==> src/rtl/i2c_rs_pkg.sv <==
package i2c_rs_pkg;
  typedef enum logic [2:0] {
    RS_IDLE,
    RS_SCL_LO,
    RS_SDA_HI,
    RS_SCL_REL,
    RS_BOTH_HI,
    RS_SDA_LO
  } rs_state_t;
endpackage

==> src/rtl/i2c_line_sync.sv <==
module i2c_line_sync #(
  parameter int STAGES = 2
) (
  input  logic clk,
  input  logic rst,
  input  logic d,
  output logic q
);
  logic [STAGES-1:0] sh;

  always_ff @(posedge clk) begin
    if (rst) sh <= '1;              // idle bus level is high
    else     sh <= {sh[STAGES-2:0], d};
  end

  assign q = sh[STAGES-1];
endmodule

==> src/rtl/i2c_baud_timer.sv <==
module i2c_baud_timer #(
  parameter int W = 7
) (
  input  logic         clk,
  input  logic         rst,
  input  logic         load,
  input  logic [W-1:0] load_val,
  output logic         done
);
  localparam logic [W-1:0] ONE = W'(1);

  logic [W-1:0] cnt;
  logic [W-1:0] eff;

  assign eff = (load_val == '0) ? ONE : load_val;

  always_ff @(posedge clk) begin
    if (rst)              cnt <= '0;
    else if (load)        cnt <= eff;
    else if (cnt != '0)   cnt <= cnt - ONE;
  end

  // quantum over when the count reaches its final cycle (or has stopped)
  assign done = (cnt <= ONE);
endmodule

==> src/rtl/i2c_bus_cond_watch.sv <==
module i2c_bus_cond_watch (
  input  logic clk,
  input  logic rst,
  input  logic scl_s,
  input  logic sda_s,
  output logic start_ev,
  output logic stop_ev
);
  logic sda_d;

  always_ff @(posedge clk) begin
    if (rst) sda_d <= 1'b1;
    else     sda_d <= sda_s;
  end

  assign start_ev = scl_s &  sda_d & ~sda_s;
  assign stop_ev  = scl_s & ~sda_d &  sda_s;
endmodule

==> src/rtl/i2c_rstart_seq.sv <==
module i2c_rstart_seq
  import i2c_rs_pkg::*;
#(
  parameter int BRG_W       = 7,
  parameter int TXB_W       = 8,
  parameter int CTL_W       = 4,
  parameter int SYNC_STAGES = 2
) (
  input  logic             clk,
  input  logic             rst,
  input  logic [BRG_W-1:0] brg_reload,
  input  logic             rsen_set,
  input  logic             bus_busy,
  input  logic             txb_wr,
  input  logic [TXB_W-1:0] txb_wdata,
  input  logic             ctl_wr,
  input  logic [CTL_W-1:0] ctl_wdata,
  input  logic             sif_clr,
  input  logic             wcol_clr,
  input  logic             bcol_clr,
  input  logic             scl_in,
  input  logic             sda_in,
  output logic             scl_oe,
  output logic             sda_oe,
  output logic             rsen,
  output logic [TXB_W-1:0] txb_q,
  output logic [CTL_W-1:0] ctl_q,
  output logic             start_seen,
  output logic             sif,
  output logic             wcol,
  output logic             bcol
);
  rs_state_t state, state_n;
  logic scl_s, sda_s;
  logic tmr_load, tmr_done;
  logic start_ev, stop_ev;
  logic scl_n, sda_n, rsen_n;
  logic sif_set, bcol_set;
  logic active;

  i2c_line_sync #(.STAGES(SYNC_STAGES)) u_scl_sync (
    .clk(clk), .rst(rst), .d(scl_in), .q(scl_s));
  i2c_line_sync #(.STAGES(SYNC_STAGES)) u_sda_sync (
    .clk(clk), .rst(rst), .d(sda_in), .q(sda_s));

  i2c_baud_timer #(.W(BRG_W)) u_timer (
    .clk(clk), .rst(rst), .load(tmr_load), .load_val(brg_reload),
    .done(tmr_done));

  i2c_bus_cond_watch u_watch (
    .clk(clk), .rst(rst), .scl_s(scl_s), .sda_s(sda_s),
    .start_ev(start_ev), .stop_ev(stop_ev));

  assign active = (state != RS_IDLE);

  always_comb begin
    state_n  = state;
    scl_n    = scl_oe;
    sda_n    = sda_oe;
    rsen_n   = rsen;
    tmr_load = 1'b0;
    sif_set  = 1'b0;
    bcol_set = 1'b0;
    case (state)
      RS_IDLE: begin
        if (rsen_set && !bus_busy) begin
          state_n = RS_SCL_LO;
          scl_n   = 1'b1;
          rsen_n  = 1'b1;
        end
      end
      RS_SCL_LO: begin
        if (!scl_s) begin
          tmr_load = 1'b1;
          sda_n    = 1'b0;
          state_n  = RS_SDA_HI;
        end
      end
      RS_SDA_HI: begin
        if (tmr_done && sda_s) begin
          scl_n   = 1'b0;
          state_n = RS_SCL_REL;
        end
      end
      RS_SCL_REL: begin
        if (scl_s) begin
          if (!sda_s) begin
            bcol_set = 1'b1;
          end else begin
            tmr_load = 1'b1;
            state_n  = RS_BOTH_HI;
          end
        end
      end
      RS_BOTH_HI: begin
        if (!scl_s) begin
          bcol_set = 1'b1;
        end else if (tmr_done) begin
          sda_n    = 1'b1;
          tmr_load = 1'b1;
          state_n  = RS_SDA_LO;
        end
      end
      RS_SDA_LO: begin
        if (tmr_done) begin
          state_n = RS_IDLE;
          rsen_n  = 1'b0;
          sif_set = 1'b1;
        end
      end
      default: state_n = RS_IDLE;
    endcase
    if (bcol_set) begin
      state_n = RS_IDLE;
      scl_n   = 1'b0;
      sda_n   = 1'b0;
      rsen_n  = 1'b0;
    end
  end

  always_ff @(posedge clk) begin
    if (rst) begin
      state      <= RS_IDLE;
      scl_oe     <= 1'b0;
      sda_oe     <= 1'b0;
      rsen       <= 1'b0;
      txb_q      <= '0;
      ctl_q      <= '0;
      start_seen <= 1'b0;
      sif        <= 1'b0;
      wcol       <= 1'b0;
      bcol       <= 1'b0;
    end else begin
      state  <= state_n;
      scl_oe <= scl_n;
      sda_oe <= sda_n;
      rsen   <= rsen_n;
      if (txb_wr && !active) txb_q <= txb_wdata;
      if (ctl_wr && !active) ctl_q <= ctl_wdata;
      if (start_ev)     start_seen <= 1'b1;
      else if (stop_ev) start_seen <= 1'b0;
      sif  <= sif_set  | (sif  & ~sif_clr);
      wcol <= (txb_wr & active) | (wcol & ~wcol_clr);
      bcol <= bcol_set | (bcol & ~bcol_clr);
    end
  end
endmodule

==> config.mk <==
export PLATFORM = sky130hd
export DESIGN_NAME = i2c_rstart_seq
export DESIGN_NICKNAME = d
export VERILOG_FILES = /design/src/rtl/i2c_rs_pkg.sv /design/src/rtl/i2c_line_sync.sv /design/src/rtl/i2c_baud_timer.sv /design/src/rtl/i2c_bus_cond_watch.sv /design/src/rtl/i2c_rstart_seq.sv
export SDC_FILE = /design/constraint.sdc
export NUM_CORES = 1
export LEC_CHECK = 0
export ABC_AREA = 0
export ABC_CLOCK_PERIOD_IN_PS = 2700
export BUFFER_PORTS_ARGS = -buffer_cell sky130_fd_sc_hd__buf_2
export CORE_UTILIZATION = 45
export DETAILED_ROUTE_END_ITERATION = 16
export PLACE_DENSITY = 0.75
export SETUP_SLACK_MARGIN = 0.3
export SYNTH_ARGS = -nofsm -noshare
export SYNTH_HDL_FRONTEND = slang
export SYNTH_HIERARCHICAL = 1
export SYNTH_SLANG_ARGS = --single-unit
==> constraint.sdc <==
create_clock -name clk -period 2.7 [get_ports clk]
set_input_delay 0.27 -clock clk [delete_from_list [all_inputs] [get_ports clk]]
set_output_delay 0.27 -clock clk [all_outputs]
set_load 0.01 [all_outputs]
# ---- Yosys cells after proc, flatten, opt, wreduce, memory -nomap -nowiden
# Cells that the tools add are included.
dict set report totals {
  elab_cells 98
  reg_bits 34
  inputBits 30
  output_inout_bits 19
}
dict set report op_classes {
  bitwise_logic 16
  mux 33
  n_lt_le_gt_ge 1
  n_reduce_logical 20
  addsub 1
  eq_ne 13
}
# operator n
set ops {}
lappend ops {{3-bit 2-to-1 mux} 8}
lappend ops {{7-bit 2-to-1 mux} 3}
lappend ops {{3-bit one-hot mux with 6 select lines} 1}
lappend ops {{1-bit 2-to-1 mux} 16}
lappend ops {{2-bit inequality test (second input constant)} 5}
lappend ops {{2-bit nonzero test} 5}
lappend ops {{1-bit bitwise AND} 8}
lappend ops {{1-bit one-hot mux with 2 select lines} 4}
lappend ops {{8-bit AND reduction} 1}
lappend ops {{7-bit by 1-bit less-or-equal comparator with 1-bit output (second input constant)} 1}
lappend ops {{7-bit logical NOT} 1}
lappend ops {{7-bit nonzero test} 1}
lappend ops {{7-bit by 1-bit subtractor with 7-bit output (second input constant)} 1}
lappend ops {{3-bit by 2-bit == test with 1-bit output (second input constant)} 2}
lappend ops {{3-bit == test (second input constant)} 2}
lappend ops {{2-bit by 1-bit inequality test with 1-bit output (second input constant)} 3}
lappend ops {{3-bit AND reduction} 2}
lappend ops {{1-bit NOT} 5}
lappend ops {{1-bit logical AND} 4}
lappend ops {{4-bit AND reduction} 1}
lappend ops {{3-bit by 1-bit == test with 1-bit output (second input constant)} 1}
lappend ops {{3-bit logical NOT} 1}
lappend ops {{1-bit bitwise OR} 3}
lappend ops {{1-bit one-hot mux with 3 select lines} 1}
lappend ops {{3 further kinds} 4}

# ---- Logic depth before layout (Yosys ltp)
# Gate-level depths: netlist of run 1.
dict set report logic_depth {
  depth_word 5
  ltp_mapped 12
  ltp_nobuf 11
}

# ---- By module
# Netlist of run 1, hierarchy kept.
# mod instances seq_area_each_um2 cells_each area_each_um2
set by_module_without_submodules {}
lappend by_module_without_submodules {i2c_rstart_seq 1 440.4 112 964.7}
lappend by_module_without_submodules {i2c_baud_timer 1 140.1 51 426.7}
lappend by_module_without_submodules {i2c_line_sync 2 40.0 4 52.6}
lappend by_module_without_submodules {i2c_bus_cond_watch 1 20.0 4 46.3}

# ---- Least setup slack after synthesis of run 1
# OpenSTA, ideal clock, no wires.
dict set report synth_path {
  path_kind {flip-flop to flip-flop}
  start {reg u_timer.cnt[4]}
  end {reg u_timer.cnt[3]}
  period_less_slack_ns 2.628
  setup_slack_ns 0.072
  required_ns 2.614
  stages_incl_launch_ff 10
  t_arrival_ns 2.542
  path_buffers 1
  setup_time_ns 0.086
  path_cell_list {dfxtp_1 -> or4_4 -> nor3_1 -> nand3b_1 -> mux2_2 -> o21ai_0 -> buf_2 -> or4b_4 -> or2b_2 -> a211oi_1}
}
dict set report synth_between {
  elab_chain_len 5
  elab_cells_between_ends 7
  classes_between {order compare: 1; mux: 4; reduce/logical: 2}
}
# element line_no
set synth_lines {}
lappend synth_lines {{from (decl)} i2c_baud_timer.sv:12} ;# logic [W-1:0] cnt;
lappend synth_lines {{from (signal assigned)} i2c_baud_timer.sv:20} ;# else if (cnt != '0) cnt <= cnt - ONE;
lappend synth_lines {{7-bit by 1-bit less-or-equal comparator with 1-bit output (*)} i2c_baud_timer.sv:24} ;# assign done = (cnt <= ONE);
lappend synth_lines {{via tmr_done} i2c_rstart_seq.sv:35} ;# logic tmr_load, tmr_done;
lappend synth_lines {{1-bit 2-to-1 mux (*)} i2c_rstart_seq.sv:98} ;# end else if (tmr_done) begin
lappend synth_lines {{1-bit 2-to-1 mux (*)} i2c_rstart_seq.sv:96} ;# if (!scl_s) begin
lappend synth_lines {{1-bit one-hot mux with 3 select lines (*)} i2c_rstart_seq.sv:64} ;# case (state)
lappend synth_lines {{via tmr_load} i2c_rstart_seq.sv:35}
lappend synth_lines {{7-bit 2-to-1 mux / 2-bit nonzero test (equally long branches)} n/a}
# The timed path passes the listed nets; every way through them passes the cells marked *.
# A chain may end at the register's enable or synchronous reset.

# ---- Final worst setup path of run 1
dict set report layout_path {
  start {reg u_timer.cnt[5]}
  end {reg u_timer.cnt[3]}
}
# The elaborated chain is that of the path after synthesis.

==> results of run 1 <==
-- placed cells by master, fill, tap and decap left out, drive strengths merged --
master / count
a2111oi: 1
or2b: 1
xor2: 1
mux2i: 6
nor3b: 3
buf: 52
nand2b: 5
or2: 6
a211oi: 4
and2: 2
and3b: 3
or4: 2
nor2b: 2
ha: 3
a31oi: 1
nand2: 23
nand4: 1
a311o: 1
dfxtp: 34
nor2: 19
nor3: 4
xnor2: 4
a21oi: 20
nand3: 1
nand3b: 1
o2bb2ai: 1
inv: 6
nand4b: 2
mux2: 1
or4b: 1
clkbuf: 6
o21ai: 7
-- routing by layer --
| metal | track usage | routed length (um) |
|---|---|---|
| met3 | 0.06610 | 150 |
| met5 | 0 | 0 |
| met2 | 0.2826 | 1380 |
| met4 | 0.08442 | 46 |
| met1 | 0.2193 | 1392 |
-- worst max-delay path by stage --
stage | from | end | slack, ns | cells past startpoint
after CTS | u_timer/cnt[5] | u_timer/cnt[6] | 0.39 | 8
after global routing | u_timer/cnt[5] | u_timer/cnt[6] | 0.23 | 8
final | u_timer/cnt[5] | u_timer/cnt[3] | 0.37 | 8
after global placement | u_timer/cnt[5] | u_timer/cnt[3] | 0.29 | 8
after floorplan | u_timer/cnt[5] | u_timer/cnt[3] | 0.30 | 9
after detailed placement | u_timer/cnt[5] | u_timer/cnt[3] | 0.25 | 8
-- layout make-up --
| type | count | area share |
|---|---|---|
| sequential | 34 | 0.3609 |
| inverter | 6 | 0.01192 |
| clock buffer | 6 | 0.02715 |
| tap | 44 | 0.02914 |
| timing repair buffer | 52 | 0.1430 |
| multi-input combinational | 126 | 0.4278 |
-- stage by stage --
step,instances,hold WS [ns],power (mW)
after global routing,268,0.1021,1.711
after floorplan,175,0.3391,1.149
after CTS,266,0.1075,1.541
after detailed placement,259,0.3966,1.254
after global placement,259,0.3855,1.247
final,268,0.1145,1.589
-- cell families after synthesis --
logic type,after synthesis
simple gates,76
compound gates,35
flops,34
buf+inv,15
mux,7
xor+xnor,5
fa+ha+maj,3
-- synth_stat cells (4+ instances only) --
master     n
or2_1      5
o21ai_0    7
nand2b_1   5
xnor2_1    4
a21oi_1   17
nand2_1   23
dfxtp_1   34
a211oi_1   4
mux2i_1    6
nor2_1    17
inv_1      6
-- timing repair --
item                                    CTS  global route
hold buffers                              0             0
buffers inserted                          1             2
endpoints found under the setup margin    4             5
pin swaps                                 1             2
resized for setup                         0             5
-- power breakdown --
part	switching (mW)	internal [mW]
clock network	0.149	0.117
registers	0.0787	0.585
logic	0.311	0.348
total	0.539	1.05
-- flip-flops by register name, indices dropped and copies added, names as in the netlist --
register,flops
wcol,1
u_watch/sda_d,1
u_timer/cnt,7
bcol,1
txb_q,8
ctl_q,4
sda_oe,1
state,3
sif,1
scl_oe,1
u_sda_sync/sh,2
u_scl_sync/sh,2
rsen,1
start_seen,1
-- worst register-to-register path: cells and delay by family, from the launching register on --
| family | cells | cell delay (ns) |
|---|---|---|
| AND/OR/NAND/NOR | 5 | 1.36 |
| flip-flops | 1 | 0.33 |
| multiplexers | 1 | 0.30 |
| AO/OA/AOI/OAI | 2 | 0.27 |
==> summary.md, run 1 <==
| Metric | Value |
|---|---|
| Status | `finished clean` |
| Tcrit/Tclk final | `0.8620` |
| Data required, critical path | `2.96 ns` |
| Slew @ Worst Pin | `0.4746 ns` |
| Hold Path Depth | `2` |
| Final HPWL DP | `2.155 mm` |
| Initial antenna violation count | `0` |
| GPL Wtd Cong | `0.7303` |
| Reg-to-reg slack, setup | `0.37 ns` |
| Starting Density | `0.4893` |
| Die H | `60.55 um` |
| Maximum vdd ir drop | `0.4121 mV` |
| CTS tree | `done` |
| Critical Path Start Type | `register` |
| Area grow syn2layout | `22.47%` |
| Top FF cell, synth | `dfxtp_1` |
| Crit path time final | `2.327 ns` |
| Unrepaired setup endpoints after global routing | `true` |
| Main combinational cell family by area after synthesis | `simple AND/OR/NAND/NOR gates` |
| Core area | `3153 sq um` |
| Die footprint | `3666 sq um` |
| Synth Area in Adders | `0.02433` |
| Diode count | `0` |
| Async S/R FF share, synth | `0` |
| Yosys warning count | `6` |
| Wirelength per Cell | `11.09 um` |
| Total track usage | `0.1798` |
| Critical-path top delay cell | `or4_4` |
| Largest area contributor in the netlist | `dfxtp_1` |
| Worst Path Buf+Inv | `0` |
| Die extent in x | `60.55 um` |
| Max clock buf depth | `2` |
| Crit Path Max Fanout | `5` |
| Lkg Pwr | `0.8351 nW` |
| H-tree levels | `2` |
| Starting DRT DRC Count | `44` |
| Worst-Skew Late Latency | `0.33 ns` |
| Sequential cell area | `681.9 sq um` |
| Max-cap check violation count | `0` |
| Rel. slew slack | `0.6831` |
| Post-route cell area | `1889 sq um` |
| Count of pins over their slew limit | `0` |
| Yosys reg bits | `34` |
| Top cells by area, synth | `dfxtp_1 (44%), nand2_1 (5.6%), a21oi_1 (5.5%), nor2_1 (4.1%), mux2i_1 (3.9%)` |
| F_max | `429.7 MHz` |
| HP Class | `primary input to register` |
| CTS root buffer | `clkbuf_4` |
| Crit path largest cell delay | `0.56 ns` |
| First-pass GRT wire length | `4.850 mm` |
| Setup WS pre-CTS | `0.2452 ns` |
| Placement-stage cell area | `1795 sq um` |
| Post-synth EDFFs | `0` |
| Final Hold Fails | `0` |
| # DRC | `0` |
| Hold path endpoint | `u_sda_sync/sh[0]` |
| Antenna-violating nets left | `0` |
| WP data arrival | `2.58 ns` |
| CP Cell Sequence | `or4_4 > nor3_4 > nand3b_1 > mux2_2 > o21ai_2 > or4b_4 > or2b_4 > a211oi_2` |
| Post-synthesis simple-gate area fraction | `0.2676` |
| Post-Syn Nets | `208` |
| First drt pass iteration count | `4` |
| Share of layout cells above drive strength 1 | `0.3438` |
| Clock net sink count | `34` |
| Final #Nets | `258` |
| Clock slew at reported path FFs | `0.09 ns` |
| I/O Pins | `49` |
| Vias in the first global route | `1,177` |
| Hold Startpoint | `sda_in` |
| Worst R2R Path Depth | `8` |
| R2R Path End | `u_timer/cnt[3]` |
| Largest net degree at the start of global routing | `27` |
| Fillers | `301` |
| Mapped Cells | `175` |
| Sum of negative setup slack | `0 ns` |
| Reg-to-Reg Start | `u_timer/cnt[5]` |
| Crit path capture type | `register` |
| Vias per std cell | `4.918` |
| Yosys top cell area share | `0.4412` |
| Post-Syn Area per Cell | `8.816 sq um` |
| Multi-input logic area | `808.3 sq um` |
| Pwr Density | `840.9 nW/um^2` |
| Setup CP Type | `register to register` |
| Layout Utilization | `0.5992` |
| Xor/xnor share of the synthesized area | `0.02839` |
| IO Port Bufs | `48` |
| Drt total wl | `2.971 mm` |
| Final WS setup | `0.3725 ns` |
| Sequential-to-total area share from yosys stat | `0.4412` |
| Via Count | `1,318` |
| Row cnt | `20` |
| Clk_skew | `0.001624 ns` |
| CP delay by family, top | `simple AND/OR/NAND/NOR gates` |
| Setup violators final | `0` |
| Syn Std Cell Area | `1543 sq um` |
| CTS buffer count | `5` |
| Compound-gate portion of the synthesized area | `0.1363` |
| Post-synth cell types | `41` |
| Multiplexer share of the synthesized area | `0.04623` |
| Gr ovfl total | `0` |
(Power assumes the default switching activity.)
==> run 2, diff against run 1 <==
--- a/config.mk
+++ b/config.mk
@@ -11,6 +11,7 @@
 export CORE_UTILIZATION = 45
 export DETAILED_ROUTE_END_ITERATION = 16
 export PLACE_DENSITY = 0.75
+export REMOVE_ABC_BUFFERS = 1
 export SETUP_SLACK_MARGIN = 0.3
 export SYNTH_ARGS = -nofsm -noshare
 export SYNTH_HDL_FRONTEND = slang
==> run 2 against run 1 <==
Net effect: hold slack improved by 0.0015 ns; critical path depth stayed put; sequential share of layout area up 0.22 points; final cell count increased by 0.37%; count of clock-buffer cells in the layout up 1; total power decreased by 1.0%; register-to-register slack better by 0.03 ns; clock power increased by 7.9%; sequential cell count did not move; clock skew increased by 0.0058 ns.
==> summary.md, run 2 (same netlist as run 1, synthesis figures left out) <==
| Metric | Value |
|---|---|
| Status | `finished clean` |
| CTS root buffer | `clkbuf_4` |
| Commonest non-fill, non-tap cell in the layout | `buf_2` |
| Critical-path top delay cell | `or4_4` |
| Initial antenna violation count | `0 (unchanged)` |
| Clock slew at reported path FFs | `0.10 ns (about the same)` |
| Diode count | `0 (unchanged)` |
| HP Class | `primary input to register` |
| Maximum vdd ir drop | `0.4824 mV (+17%)` |
| Unrepaired setup endpoints after global routing | `true` |
| Layout Utilization | `0.5944 (-0.004762)` |
| Lkg Pwr | `0.8311 nW (-0.48%)` |
| Row cnt | `20 (unchanged)` |
| GPL Wtd Cong | `0.7820 (+7.1%)` |
| Largest net degree at the start of global routing | `27 (unchanged)` |
| Top flop regs | `txb_q: 8 flops, u_timer/cnt: 7 flops, ctl_q: 4 flops` |
| Crit path capture type | `register` |
| Placement-stage cell area | `1789 sq um (-0.35%)` |
| Post-Layout Cell Count | `269 (+0.37%)` |
| Final HPWL DP | `2.216 mm (+2.9%)` |
| CTS tree | `done` |
| Sum of negative setup slack | `0 ns (unchanged)` |
| Worst-Skew Late Latency | `0.32 ns (about the same)` |
| F_max | `436.2 MHz (+1.5%)` |
| Via Count | `1,347 (+2.2%)` |
| Crit path depth | `8 (unchanged)` |
| CP Cell Sequence | `or4_4 > nor3_4 > nand3b_1 > mux2_2 > o21ai_2 > or4b_4 > or2b_4 > a211oi_1` |
| Vias in the first global route | `1,158 (-1.6%)` |
| Fillers | `295 (-2.0%)` |
| Number of flip-flops in the largest register | `8 (unchanged)` |
| CTS buffer count | `5 (unchanged)` |
| Post-route cell area | `1874 sq um (-0.79%)` |
| Setup violators final | `0 (unchanged)` |
| Share of layout cells above drive strength 1 | `0.3244 (-0.01931)` |
| Drt total wl | `3.032 mm (+2.1%)` |
| CP delay by family, top | `simple AND/OR/NAND/NOR gates` |
| Area grow syn2layout | `21.49%` |
| Max-cap check violation count | `0 (unchanged)` |
| Crit Path Max Fanout | `5 (unchanged)` |
| Wirelength per Cell | `11.27 um (+1.7%)` |
| Crit path time final | `2.293 ns (-0.03475 ns)` |
| Setup CP Type | `register to register` |
| Count of pins over their slew limit | `0 (unchanged)` |
| Core area | `3153 sq um (unchanged)` |
| Final #Nets | `257 (-0.39%)` |
| WP data arrival | `2.54 ns (-0.04 ns)` |
| Max clock buf depth | `2 (unchanged)` |
| Critical Path Start Type | `register` |
| First-pass GRT wire length | `4.974 mm (+2.6%)` |
| Antenna-violating nets left | `0 (unchanged)` |
| Clk_skew | `0.007472 ns (+0.005849 ns)` |
| Rel. slew slack | `0.6796 (-0.003583)` |
| Clock net sink count | `34 (unchanged)` |
| I/O Pins | `49 (unchanged)` |
| Starting DRT DRC Count | `43 (-2.3%)` |
| Final Hold Fails | `0 (unchanged)` |
| Final WS setup | `0.4073 ns (+0.03475 ns)` |
| Placed cells | `260 (+0.39%)` |
| Vias per std cell | `5.007 (+1.8%)` |
| Most flop-heavy register | `txb_q` |
| H-tree levels | `2 (unchanged)` |
| Total track usage | `0.1859 (+0.006081)` |
| First drt pass iteration count | `4 (unchanged)` |
| Tcrit/Tclk final | `0.8492 (-0.01287)` |
| Crit path largest cell delay | `0.57 ns (about the same)` |
| # DRC | `0 (unchanged)` |
| Pwr Density | `838.9 nW/um^2 (-0.24%)` |
| Worst Path Buf+Inv | `0 (unchanged)` |
| Die H | `60.55 um (unchanged)` |
| Starting Density | `0.4893 (unchanged)` |
| Worst R2R Path Depth | `8 (unchanged)` |
| IO Port Bufs | `48 (unchanged)` |
| Quantity of hold-fixing buffers added after cts | `0 (unchanged)` |
| Setup WS pre-CTS | `0.1881 ns (-0.05710 ns)` |
| Data required, critical path | `2.94 ns (-0.02 ns)` |
| Die footprint | `3666 sq um (unchanged)` |
| Die extent in x | `60.55 um (unchanged)` |
| Commonest cells after routing, fill and taps aside | `buf_2 (48), dfxtp_1 (34), nand2_1 (23), a21oi_1 (17), nor2_1 (17)` |
| Slew @ Worst Pin | `0.4800 ns (+0.005368 ns)` |
| Gr ovfl total | `0 (unchanged)` |
| Hold Path Depth | `2 (unchanged)` |
-- run 2: cell count changes in the layout (fill, tap and decap cells not counted), sizes merged --
| cell | before | now |
|---|---|---|
| buf | 52 | 51 |
| clkbuf | 6 | 7 |
| clkinv | 0 | 1 |
-- run 2: final timing paths --
path	start	end	slack, ns
setup / recovery	u_timer/cnt[4]	u_timer/cnt[5]	0.41
hold / removal	sda_in	u_sda_sync/sh[0]	0.12
setup reg to reg	u_timer/cnt[4]	u_timer/cnt[5]	0.41
hold reg to reg	u_scl_sync/sh[0]	u_scl_sync/sh[1]	0.42
-- run 2: timing repair --
| item | 4_1_cts | 5_1_grt |
|---|---|---|
| gates cloned | 0 | 0 |
| setup endpoints to repair | 5 | 5 |
| gates resized for setup | 2 | 3 |
| buffers inserted | 0 | 1 |
-- run 2: final cells by class --
type	count	area, sq um	area share
multi-input cells	126	793.3	0.4232
repair buffers	51	262.8	0.1402
flip-flops and latches	34	680.7	0.3632
clock inverters	1	5.005	0.002670
inverters	6	22.52	0.01202
well taps	44	55.05	0.02937
clock buffers	7	55.05	0.02937
-- run 2: layer usage --
metal | up-vias | share of wire | routed length (um) | global-route usage
met5 | - | 0 | 0 | 0
met4 | 0 | 0.013 | 40 | 0.06818
met3 | 5 | 0.041 | 125 | 0.06610
met2 | 29 | 0.50 | 1518 | 0.2983
met1 | 622 | 0.44 | 1347 | 0.2306
li1 | 691 | - | - | -
-- run 2: metrics by stage --
stage	total power, mW	hold slack (ns)
3_3_place_gp	1.239	0.3855
3_5_place_dp	1.246	0.3945
2_1_floorplan	1.087	0.3391
6_report	1.572	0.1160
5_1_grt	1.707	0.08937
4_1_cts	1.547	0.1036
-- run 2: report_power, final --
group / switching (mW) / leakage, nW / internal (mW)
logic: 0.302 / 0.516 / 0.320
registers: 0.0806 / 0.280 / 0.583
clock network: 0.161 / 0.0353 / 0.126
total: 0.544 / 0.831 / 1.03
